<file path="config.mk">
export PLATFORM = sky130hd
export DESIGN_NAME = trap_alu_exec
export DESIGN_NICKNAME = d
export VERILOG_FILES = /design/src/rtl/trap_alu_pkg.sv /design/src/rtl/alu_addsub.sv /design/src/rtl/alu_shifter.sv /design/src/rtl/alu_lead_count.sv /design/src/rtl/trap_alu_exec.sv
export SDC_FILE = /design/constraint.sdc
export NUM_CORES = 1
export LEC_CHECK = 0
export ABC_AREA = 1
export BUFFER_PORTS_ARGS = -buffer_cell sky130_fd_sc_hd__buf_2
export CAP_MARGIN = 25
export CORE_MARGIN = 4
export CORE_UTILIZATION = 30
export CTS_CLUSTER_DIAMETER = 200
export DETAILED_ROUTE_END_ITERATION = 6
export PLACE_DENSITY = 0.59
export SLEW_MARGIN = 10
export SYNTH_ARGS = -nofsm -noshare
export SYNTH_HDL_FRONTEND = slang
export SYNTH_SLANG_ARGS = --single-unit
</file>
<file path="constraint.sdc">
create_clock -name clk -period 1.6 [get_ports clk]
set_input_delay 0.24 -clock clk [delete_from_list [all_inputs] [get_ports clk]]
set_output_delay 0.24 -clock clk [all_outputs]
set_load 0.05 [all_outputs]
</file>
<file path="src/rtl/trap_alu_pkg.sv">
package trap_alu_pkg;

  typedef enum logic [3:0] {
    OP_ADD_WRAP = 4'd0,
    OP_SUB_WRAP = 4'd1,
    OP_ADD_TRAP = 4'd2,
    OP_SUB_TRAP = 4'd3,
    OP_SLL_IMM  = 4'd4,
    OP_SRL_IMM  = 4'd5,
    OP_SRA_IMM  = 4'd6,
    OP_ROR_IMM  = 4'd7,
    OP_SLL_REG  = 4'd8,
    OP_SRL_REG  = 4'd9,
    OP_SRA_REG  = 4'd10,
    OP_ROR_REG  = 4'd11,
    OP_CNT_ZERO = 4'd12,
    OP_CNT_ONE  = 4'd13
  } alu_op_e;

  typedef enum logic [1:0] {
    SH_LEFT  = 2'd0,
    SH_RLOG  = 2'd1,
    SH_RARI  = 2'd2,
    SH_ROT   = 2'd3
  } shift_kind_e;

  typedef enum logic [1:0] {
    SEL_ARITH = 2'd0,
    SEL_SHIFT = 2'd1,
    SEL_COUNT = 2'd2,
    SEL_ZERO  = 2'd3
  } res_sel_e;

  typedef struct packed {
    logic        subtract;
    logic        trap_en;
    logic        amt_from_reg;
    logic        count_ones;
    shift_kind_e kind;
    res_sel_e    sel;
  } alu_ctl_t;

endpackage

</file>
<file path="src/rtl/alu_addsub.sv">
module alu_addsub #(
  parameter int unsigned W = 32
) (
  input  logic [W-1:0] a,
  input  logic [W-1:0] b,
  input  logic         subtract,
  input  logic         trap_en,
  output logic [W-1:0] sum,
  output logic         ovf
);
  logic sa, sb, sr;

  always_comb begin
    sum = subtract ? (a - b) : (a + b);
    sa  = a[W-1];
    sb  = b[W-1];
    sr  = sum[W-1];
    if (subtract) ovf = trap_en && (sa != sb) && (sr != sa);
    else          ovf = trap_en && (sa == sb) && (sr != sa);
  end
endmodule

</file>
<file path="src/rtl/alu_shifter.sv">
module alu_shifter
  import trap_alu_pkg::*;
#(
  parameter int unsigned W  = 32,
  parameter int unsigned AW = $clog2(W)
) (
  input  logic [W-1:0]  val,
  input  logic [AW-1:0] amt,
  input  shift_kind_e   kind,
  output logic [W-1:0]  res
);
  localparam logic [AW:0] W_VAL = (AW+1)'(W);

  logic [AW:0]  back_amt;
  logic [W-1:0] rot;

  always_comb begin
    back_amt = W_VAL - {1'b0, amt};
    // a zero amount must not turn into a shift by the full width
    if (amt == '0) rot = val;
    else           rot = (val >> amt) | (val << back_amt);
  end

  always_comb begin
    unique case (kind)
      SH_LEFT: res = val << amt;
      SH_RLOG: res = val >> amt;
      SH_RARI: res = W'($signed(val) >>> amt);
      default: res = rot;
    endcase
  end
endmodule

</file>
<file path="src/rtl/alu_lead_count.sv">
module alu_lead_count #(
  parameter int unsigned W  = 32,
  parameter int unsigned CW = $clog2(W) + 1
) (
  input  logic [W-1:0]  val,
  input  logic          ones,
  output logic [CW-1:0] cnt
);
  logic [W-1:0] scan;
  logic         found;

  always_comb begin
    scan  = ones ? ~val : val;
    cnt   = CW'(W);
    found = 1'b0;
    for (int i = W - 1; i >= 0; i--) begin
      if (!found && scan[i]) begin
        cnt   = CW'(W - 1 - i);
        found = 1'b1;
      end
    end
  end
endmodule

</file>
<file path="src/rtl/trap_alu_exec.sv">
module trap_alu_exec
  import trap_alu_pkg::*;
#(
  parameter int unsigned XLEN = 32,
  parameter int unsigned OLEN = 64,
  parameter int unsigned AW   = $clog2(XLEN)
) (
  input  logic            clk,
  input  logic            rst_n,
  input  logic            in_valid,
  output logic            in_ready,
  input  logic [3:0]      op,
  input  logic [XLEN-1:0] src_a,
  input  logic [XLEN-1:0] src_b,
  input  logic [AW-1:0]   shamt,
  output logic            out_valid,
  input  logic            out_ready,
  output logic [OLEN-1:0] out_result,
  output logic            out_wr_en,
  output logic            out_ovf_trap
);
  localparam int unsigned CW  = AW + 1;
  localparam int unsigned EXT = OLEN - XLEN;

  alu_ctl_t        ctl;
  logic [XLEN-1:0] arith_res, shift_res, word_res;
  logic [AW-1:0]   amt;
  logic [CW-1:0]   cnt_res;
  logic            ovf;
  logic            accept;

  // operation decode
  always_comb begin
    ctl = '{subtract: 1'b0, trap_en: 1'b0, amt_from_reg: 1'b0,
            count_ones: 1'b0, kind: SH_LEFT, sel: SEL_ZERO};
    case (op)
      OP_ADD_WRAP: ctl.sel = SEL_ARITH;
      OP_SUB_WRAP: begin ctl.sel = SEL_ARITH; ctl.subtract = 1'b1; end
      OP_ADD_TRAP: begin ctl.sel = SEL_ARITH; ctl.trap_en = 1'b1; end
      OP_SUB_TRAP: begin ctl.sel = SEL_ARITH; ctl.subtract = 1'b1; ctl.trap_en = 1'b1; end
      OP_SLL_IMM, OP_SRL_IMM, OP_SRA_IMM, OP_ROR_IMM,
      OP_SLL_REG, OP_SRL_REG, OP_SRA_REG, OP_ROR_REG: begin
        ctl.sel          = SEL_SHIFT;
        ctl.amt_from_reg = op[3];
        ctl.kind         = shift_kind_e'(op[1:0]);
      end
      OP_CNT_ZERO: ctl.sel = SEL_COUNT;
      OP_CNT_ONE:  begin ctl.sel = SEL_COUNT; ctl.count_ones = 1'b1; end
      default:     ctl.sel = SEL_ZERO;
    endcase
  end

  assign amt = ctl.amt_from_reg ? src_b[AW-1:0] : shamt;

  alu_addsub #(.W(XLEN)) u_addsub (
    .a(src_a), .b(src_b), .subtract(ctl.subtract), .trap_en(ctl.trap_en),
    .sum(arith_res), .ovf(ovf)
  );

  alu_shifter #(.W(XLEN), .AW(AW)) u_shift (
    .val(src_a), .amt(amt), .kind(ctl.kind), .res(shift_res)
  );

  alu_lead_count #(.W(XLEN), .CW(CW)) u_count (
    .val(src_a), .ones(ctl.count_ones), .cnt(cnt_res)
  );

  always_comb begin
    unique case (ctl.sel)
      SEL_ARITH: word_res = arith_res;
      SEL_SHIFT: word_res = shift_res;
      SEL_COUNT: word_res = XLEN'(cnt_res);
      default:   word_res = '0;
    endcase
  end

  // single output register stage with valid/ready
  assign in_ready = !out_valid || out_ready;
  assign accept   = in_valid && in_ready;

  always_ff @(posedge clk or negedge rst_n) begin
    if (!rst_n) begin
      out_valid    <= 1'b0;
      out_result   <= '0;
      out_wr_en    <= 1'b0;
      out_ovf_trap <= 1'b0;
    end else if (in_ready) begin
      out_valid <= in_valid;
      if (in_valid) begin
        out_result   <= {{EXT{word_res[XLEN-1]}}, word_res};
        out_ovf_trap <= ovf;
        out_wr_en    <= !ovf;
      end
    end
  end

  AST_WRAP_NO_TRAP: assert property (@(posedge clk) disable iff (!rst_n)
    accept && (op == OP_ADD_WRAP || op == OP_SUB_WRAP) |=> !out_ovf_trap)
    else $error("wrapping op trapped");

  AST_ADD_OVF_SEEN: assert property (@(posedge clk) disable iff (!rst_n)
    accept && op == OP_ADD_TRAP && src_a[XLEN-1] == src_b[XLEN-1]
      && arith_res[XLEN-1] != src_a[XLEN-1] |=> out_ovf_trap)
    else $error("add overflow missed");

  AST_SUB_OVF_SEEN: assert property (@(posedge clk) disable iff (!rst_n)
    accept && op == OP_SUB_TRAP && src_a[XLEN-1] != src_b[XLEN-1]
      && arith_res[XLEN-1] != src_a[XLEN-1] |=> out_ovf_trap)
    else $error("sub overflow missed");

  AST_TRAP_NO_WRITE: assert property (@(posedge clk) disable iff (!rst_n)
    out_valid && out_ovf_trap |-> !out_wr_en)
    else $error("write enabled on trap");

  AST_SIGN_EXTENDED: assert property (@(posedge clk) disable iff (!rst_n)
    out_valid |-> out_result[OLEN-1:XLEN] == {EXT{out_result[XLEN-1]}})
    else $error("upper bits not sign copies");

  AST_COUNT_RANGE: assert property (@(posedge clk) disable iff (!rst_n)
    accept && (op == OP_CNT_ZERO || op == OP_CNT_ONE) |=> out_result <= OLEN'(XLEN))
    else $error("count exceeds width");

  AST_UNUSED_ZERO: assert property (@(posedge clk) disable iff (!rst_n)
    accept && op[3:1] == 3'b111 |=> out_result == '0 && !out_ovf_trap && out_wr_en)
    else $error("unused code not zero");

  AST_STALL_HOLD: assert property (@(posedge clk) disable iff (!rst_n)
    out_valid && !out_ready |=> out_valid && $stable(out_result)
      && $stable(out_ovf_trap) && $stable(out_wr_en))
    else $error("output changed under stall");

  AST_ACCEPT_SHOWS: assert property (@(posedge clk) disable iff (!rst_n)
    accept |=> out_valid)
    else $error("accepted op not presented");
endmodule

</file>
Word level (Yosys, flattened, before mapping) --
Index checks and enable logic that the tools add are counted.
Word-level totals: flip-flop bits (word level) 35, bits of input ports 77
Operators by class: add/sub/neg operators 3, equal/unequal tests 20, shift-type cells 4, multiplexer cells 76, bitwise logic cells 2, reduce and logical (&&, ||, !) cells 79
Operator list (number):
- $mux 6 | 32
- $pmux 32 s3 | 2
- $mux 32 | 3
- $mux 1 | 36
- $logic_and 1x1->1 | 35
- $logic_not 1->1 | 33
- $add 32x32->32 | 1
- $not 32->32 | 1
- $or 32x32->32 | 1
- $shl 32x5->32 | 1
- $shl 32x6->32 | 1
- $shr 32x5->32 | 1
- $sshr 32x5->32 | 1
- $sub 32x32->32 | 1
- $eq 4x4->1 const B | 6
- $eq 4x3->1 const B | 4
- $eq 4x2->1 const B | 2
- $reduce_or 8->1 | 1
- $pmux 2 s3 | 1
- $reduce_or 2->1 | 3
- $sub 6x5->6 const A | 1
- $logic_not 5->1 | 1
- $mux 5 | 1
- $eq 2x1->1 const B | 2
- other kinds (10) | 13

Longest topological paths before layout --
word-level depth 98, mapped depth 31

By module --
From an unflattened synthesis, not the netlist that was laid out.
Second synthesis, totals: cell total of the unflattened synthesis 2319, area, all modules 12102.9 um^2
Modules (own cells, without submodules):
- alu_shifter | times used 1, cells an instance 1309, area an instance 6034.5 um^2, sequential area each 0.0 um^2
- alu_addsub | times used 1, cells an instance 539, area an instance 2897.8 um^2, sequential area each 0.0 um^2
- trap_alu_exec | times used 1, cells an instance 316, area an instance 2218.4 um^2, sequential area each 875.8 um^2
- alu_lead_count | times used 1, cells an instance 155, area an instance 952.2 um^2, sequential area each 0.0 um^2

Worst setup path after synthesis --
No wires, ideal clock.
kind input -> register, start point input port src_b[1], end point register out_result[30], arrival time 3.962 ns, required time 1.479 ns, slack -2.483 ns, stages on the path 27, path buffers 0, cells stage by stage inv_1 ha_1 inv_1 nor3_1 nor3b_1 nand2_1 nor3_1 inv_1 nor4_1 nand3_1 or2_2 nor3_1 inv_1 o31ai_1 o21ai_1 xnor2_1 ha_1 nand4_1 nor3_1 nand3_1 nand2_1 nand3_1 nand2_1 a21oi_1 o21ai_0 o21ai_0 a22o_1
Between the ends: longest elaborated chain between the ends 7, elaborated cells between the ends (all ways) 14
Ends and longest elaborated chain:
- start: declaration | line trap_alu_exec.sv:14 | input logic [XLEN-1:0] src_b,
- $mux 5 | line trap_alu_exec.sv:53 | assign amt = ctl.amt_from_reg ? src_b[AW-1:0] : shamt;
- $sub 6x5->6 | line alu_shifter.sv:18 | back_amt = W_VAL - {1'b0, amt};
- $shl 32x6->32 | line alu_shifter.sv:21 | else rot = (val >> amt) | (val << back_amt);
- $or 32x32->32 | line alu_shifter.sv:21
- $mux 32 | line alu_shifter.sv:20 | if (amt == '0) rot = val;
- $pmux 32 s3 | line alu_shifter.sv:25 | unique case (kind)
- $pmux 32 s3 * | line trap_alu_exec.sv:69 | unique case (ctl.sel)
- end signal: assignment | line trap_alu_exec.sv:90 | out_result <= {{EXT{word_res[XLEN-1]}}, word_res};
- end: declaration | line trap_alu_exec.sv:18 | output logic [OLEN-1:0] out_result,
Every way passes the cells marked *; elsewhere a longest branch is shown, timed or not. A chain may end at the register's enable or synchronous reset.

Final worst setup path --
start point input port src_b[0], end point register, netlist name out_result[31]
Between the ends: longest elaborated chain between the ends 7, elaborated cells between the ends (all ways) 14
Ends and longest elaborated chain (line):
- $mux 5 | trap_alu_exec.sv:53
- $sub 6x5->6 | alu_shifter.sv:18
- $shl 32x6->32 | alu_shifter.sv:21
- $or 32x32->32 | alu_shifter.sv:21
- $mux 32 | alu_shifter.sv:20
- $pmux 32 s3 | alu_shifter.sv:25
- $pmux 32 s3 * | trap_alu_exec.sv:69
Marks and branches as above.

==> impl_metrics.ini <==
[yosys]
synth.yosys.seq_area_share_pct = 8.42
ys_seq_elements = 35
synth_cells = 1897
synth_cell_type_count = 57
ys_async_sr_fraction_pct = 100
syn_avg_cell_area_um2 = 5.48
syn_nets = 2013
yosysWarnings = 0
synth-edff-count = 0
synth-main-ff-cell = dfrtp_1
syn_area_um2 = 10400

[critical_path]
path_buf_inv = 9
critPathSlowestCell = nor3b_4
worstPathMaxFanout = 2
crit_type = primary input to flop
slowest_delay_ns = 0.33
cp-start-kind = primary input
cp_top_family = simple AND/OR/NAND/NOR gates
end_kind = flop
required_ns = 1.77
cp.arrival_ns = 4.17

[layout]
multi_input_area_um2 = 10100
fillers = 3242
final_area_um2 = 19300
seqCellArea_um2 = 878
layout-drive-gt1-share_pct = 47.8
area_growth_pct = 85.8
nets = 2711

[timing]
clock_skew_ns = 0.00647
finalWorstSetupSlack_ns = -2.40
post-route-period-util_pct = 250
worst_pin_slew_ns = 0.549
hold_slack_ns = 0.210
fmax_ghz = 0.250
setup_viol = 34
period_needed_ns = 4.00
slew_headroom_pct = 63.1
finalHoldViolCount = 0
setup_tns_ns = -61.76
slew_viol_final = 0
rsz0062_at_grt = yes

[clocking]
clock_latency_ns = 0.29
clock_path_buffers = 2
root_buffer = clkbuf_16
cts_made_buffers = 5
cts.reportedPaths.clkPinSlew_ns = 0.06
htree_levels = 2
cts.sinks = 35
cts_tree = yes

[grt]
grt_pass1_vias = 16000
grt_first_pass_wirelength_um = 98100
antenna_found_initial = 1
overflow = 0
grt.total_usage_pct = 33.5
grt_use_met1_pct = 45.6
met3_usage_pct = 4.60
use_met2_pct = 53.6
grt_max_degree = 44
busiest_layer = met2

[die]
io_pins = 145
die_w_um = 194
start_util_pct = 30.7
num_rows = 67
die_h_um = 194
core_area_um2 = 33900
fp.dieArea_um2 = 37700

[place]
gp_routability_congestion = 1.01
io_buffers = 144
post_dp_cell_area_um2 = 16000
hpwl_um = 54600

[power_and_ir_drop]
pwr-share-seq_pct = 8.7
leakage_nw = 9.68
p_sw_share_pct = 53.0
intPower_w = 0.00656
p_clk_share_pct = 9.3
cellPowerDensity_nw_per_um2 = 722
p_switching_w = 0.00739
combPwrFrac_pct = 82.1
irDropWorstVdd_v = 0.000587

[routing]
drc = 0
first_pass_iters = 7
avgRoutedWirePerCell_um = 22.6
final_antenna_net_count = 0
via_per_inst = 5.52
wl_um = 68800
drt_iter0_drc = 1824
vias = 16800

[min_path]
hp-class = primary input to flop

[run_status]
violations = setup timing
status = finished with violations

[flow_run]
max_cap_violations = 0
-- sequential cells by signal, indices dropped and copies added (netlist names) --
register / cells
out_ovf_trap: 1
out_result: 32
out_valid: 1
out_wr_en: 1
-- metrics by stage --
| stage | std cells | total power (W) | util [%] | setup slack, ns |
|---|---|---|---|---|
| after floorplan | 1897 | 0.00626 | - | -2.03 |
| after global placement | 2942 | 0.0105 | 47.4 | -2.65 |
| after detailed placement | 2942 | 0.0105 | 47.4 | -2.76 |
| after CTS | 3004 | 0.0128 | 53.0 | -2.26 |
| after global routing | 3044 | 0.0146 | 57.0 | -2.72 |
| final | 3045 | 0.0139 | 57.0 | -2.40 |
-- layout by cell type, fill, tap and decap left out, types with 57 or more instances in the layout --
cell	instances
buf_4	585
nand2_1	439
inv_1	169
buf_2	140
o21ai_0	138
nor2_1	96
a21oi_1	94
nand2_2	70
nand3_1	70
buf_6	61
o21ai_1	57
-- kinds of logic (layout without fill, tap and decap cells) --
kind of cell / after synthesis / count (layout) / share of synthesized area [%]
and+or+nand+nor: 818 / 818 / 32.6
xor gates and xnor gates: 79 / 79 / 6.80
other: 0 / 1 / 0
AOI/OAI and AO/OA: 547 / 547 / 30.4
buffers and inverters: 348 / 1047 / 14.0
adders and majority gates: 39 / 39 / 4.76
DFF: 35 / 35 / 8.42
muxes: 31 / 31 / 2.98
-- power by group through the flow --
stage | combinational, W | sequential [W] | clock, W
after floorplan | 0.00447 | 0.00179 | 0
after global placement | 0.00931 | 0.00121 | 0
after detailed placement | 0.00933 | 0.00121 | 0
after CTS | 0.0103 | 0.00120 | 0.00130
after global routing | 0.0120 | 0.00123 | 0.00134
final | 0.0114 | 0.00121 | 0.00129
-- area by class of cell --
class                      instances  share of cell area, %
antenna                            1                 0.0130
clock buffer                       5                  0.648
clock inverter                     3                  0.350
inverter                         209                   4.46
multi-input combinational       1514                   52.5
sequential                        35                   4.55
tap                              448                   2.90
timing repair buffer             830                   34.6
-- worst min-delay path: cells and delay by family --
family | cells | cell delay [ns]
buffers and inverters | 2 | 0.11
AND/OR/NAND/NOR | 2 | 0.11
-- worst paths after layout --
path | from | to | slack (ns) | cells after the start
min in group asynchronous | rst_n | out_result[14]$_DFFE_PN0P_ | 0.44 | 2
max reg2reg | out_valid$_DFFE_PN0N_ | out_result[3]$_DFFE_PN0P_ | 0.12 | 7
min reg2reg | out_result[26]$_DFFE_PN0P_ | out_result[26]$_DFFE_PN0P_ | 0.47 | 2
max in group asynchronous | rst_n | out_valid$_DFFE_PN0N_ | 0.70 | 3
max | src_b[0] | out_result[31]$_DFFE_PN0P_ | -2.40 | 30
min | out_ready | out_valid$_DFFE_PN0N_ | 0.21 | 4
-- cells in the mapped netlist (24+ instances only) --
| cell type | n | share of area [%] |
|---|---|---|
| o211ai_1 | 36 | 2.6 |
| inv_1 | 200 | 7.2 |
| nand3_1 | 88 | 4.2 |
| a21oi_1 | 122 | 5.9 |
| xnor2_1 | 24 | 2.0 |
| xor2_1 | 53 | 4.5 |
| ha_1 | 38 | 4.6 |
| buf_4 | 34 | 2.5 |
| o21ai_0 | 262 | 13 |
| dfrtp_1 | 35 | 8.4 |
| mux2i_1 | 31 | 3.0 |
| nor2_1 | 122 | 4.4 |
| clkbuf_1 | 91 | 3.3 |
| nand2_1 | 534 | 19 |
-- per-layer routing --
metal / vias to the layer above / wire length (um) / share of wire (%)
li1: 7774 / - / -
met4: 0 / 3460 / 5.0
met1: 7965 / 28200 / 41
met5: - / 0 / 0
met3: 161 / 6400 / 9.3
met2: 903 / 30700 / 45
-- repair_timing --
action,4_1_cts,5_1_grt
hold endpoints to repair,15,0
cloned,7,3
buffers inserted,52,55
resized for setup,339,288
pin swaps,81,122
hold buffers,1,0
endpoints found under the setup margin,34,34
No activity file was read; power rests on OpenSTA's default activity.
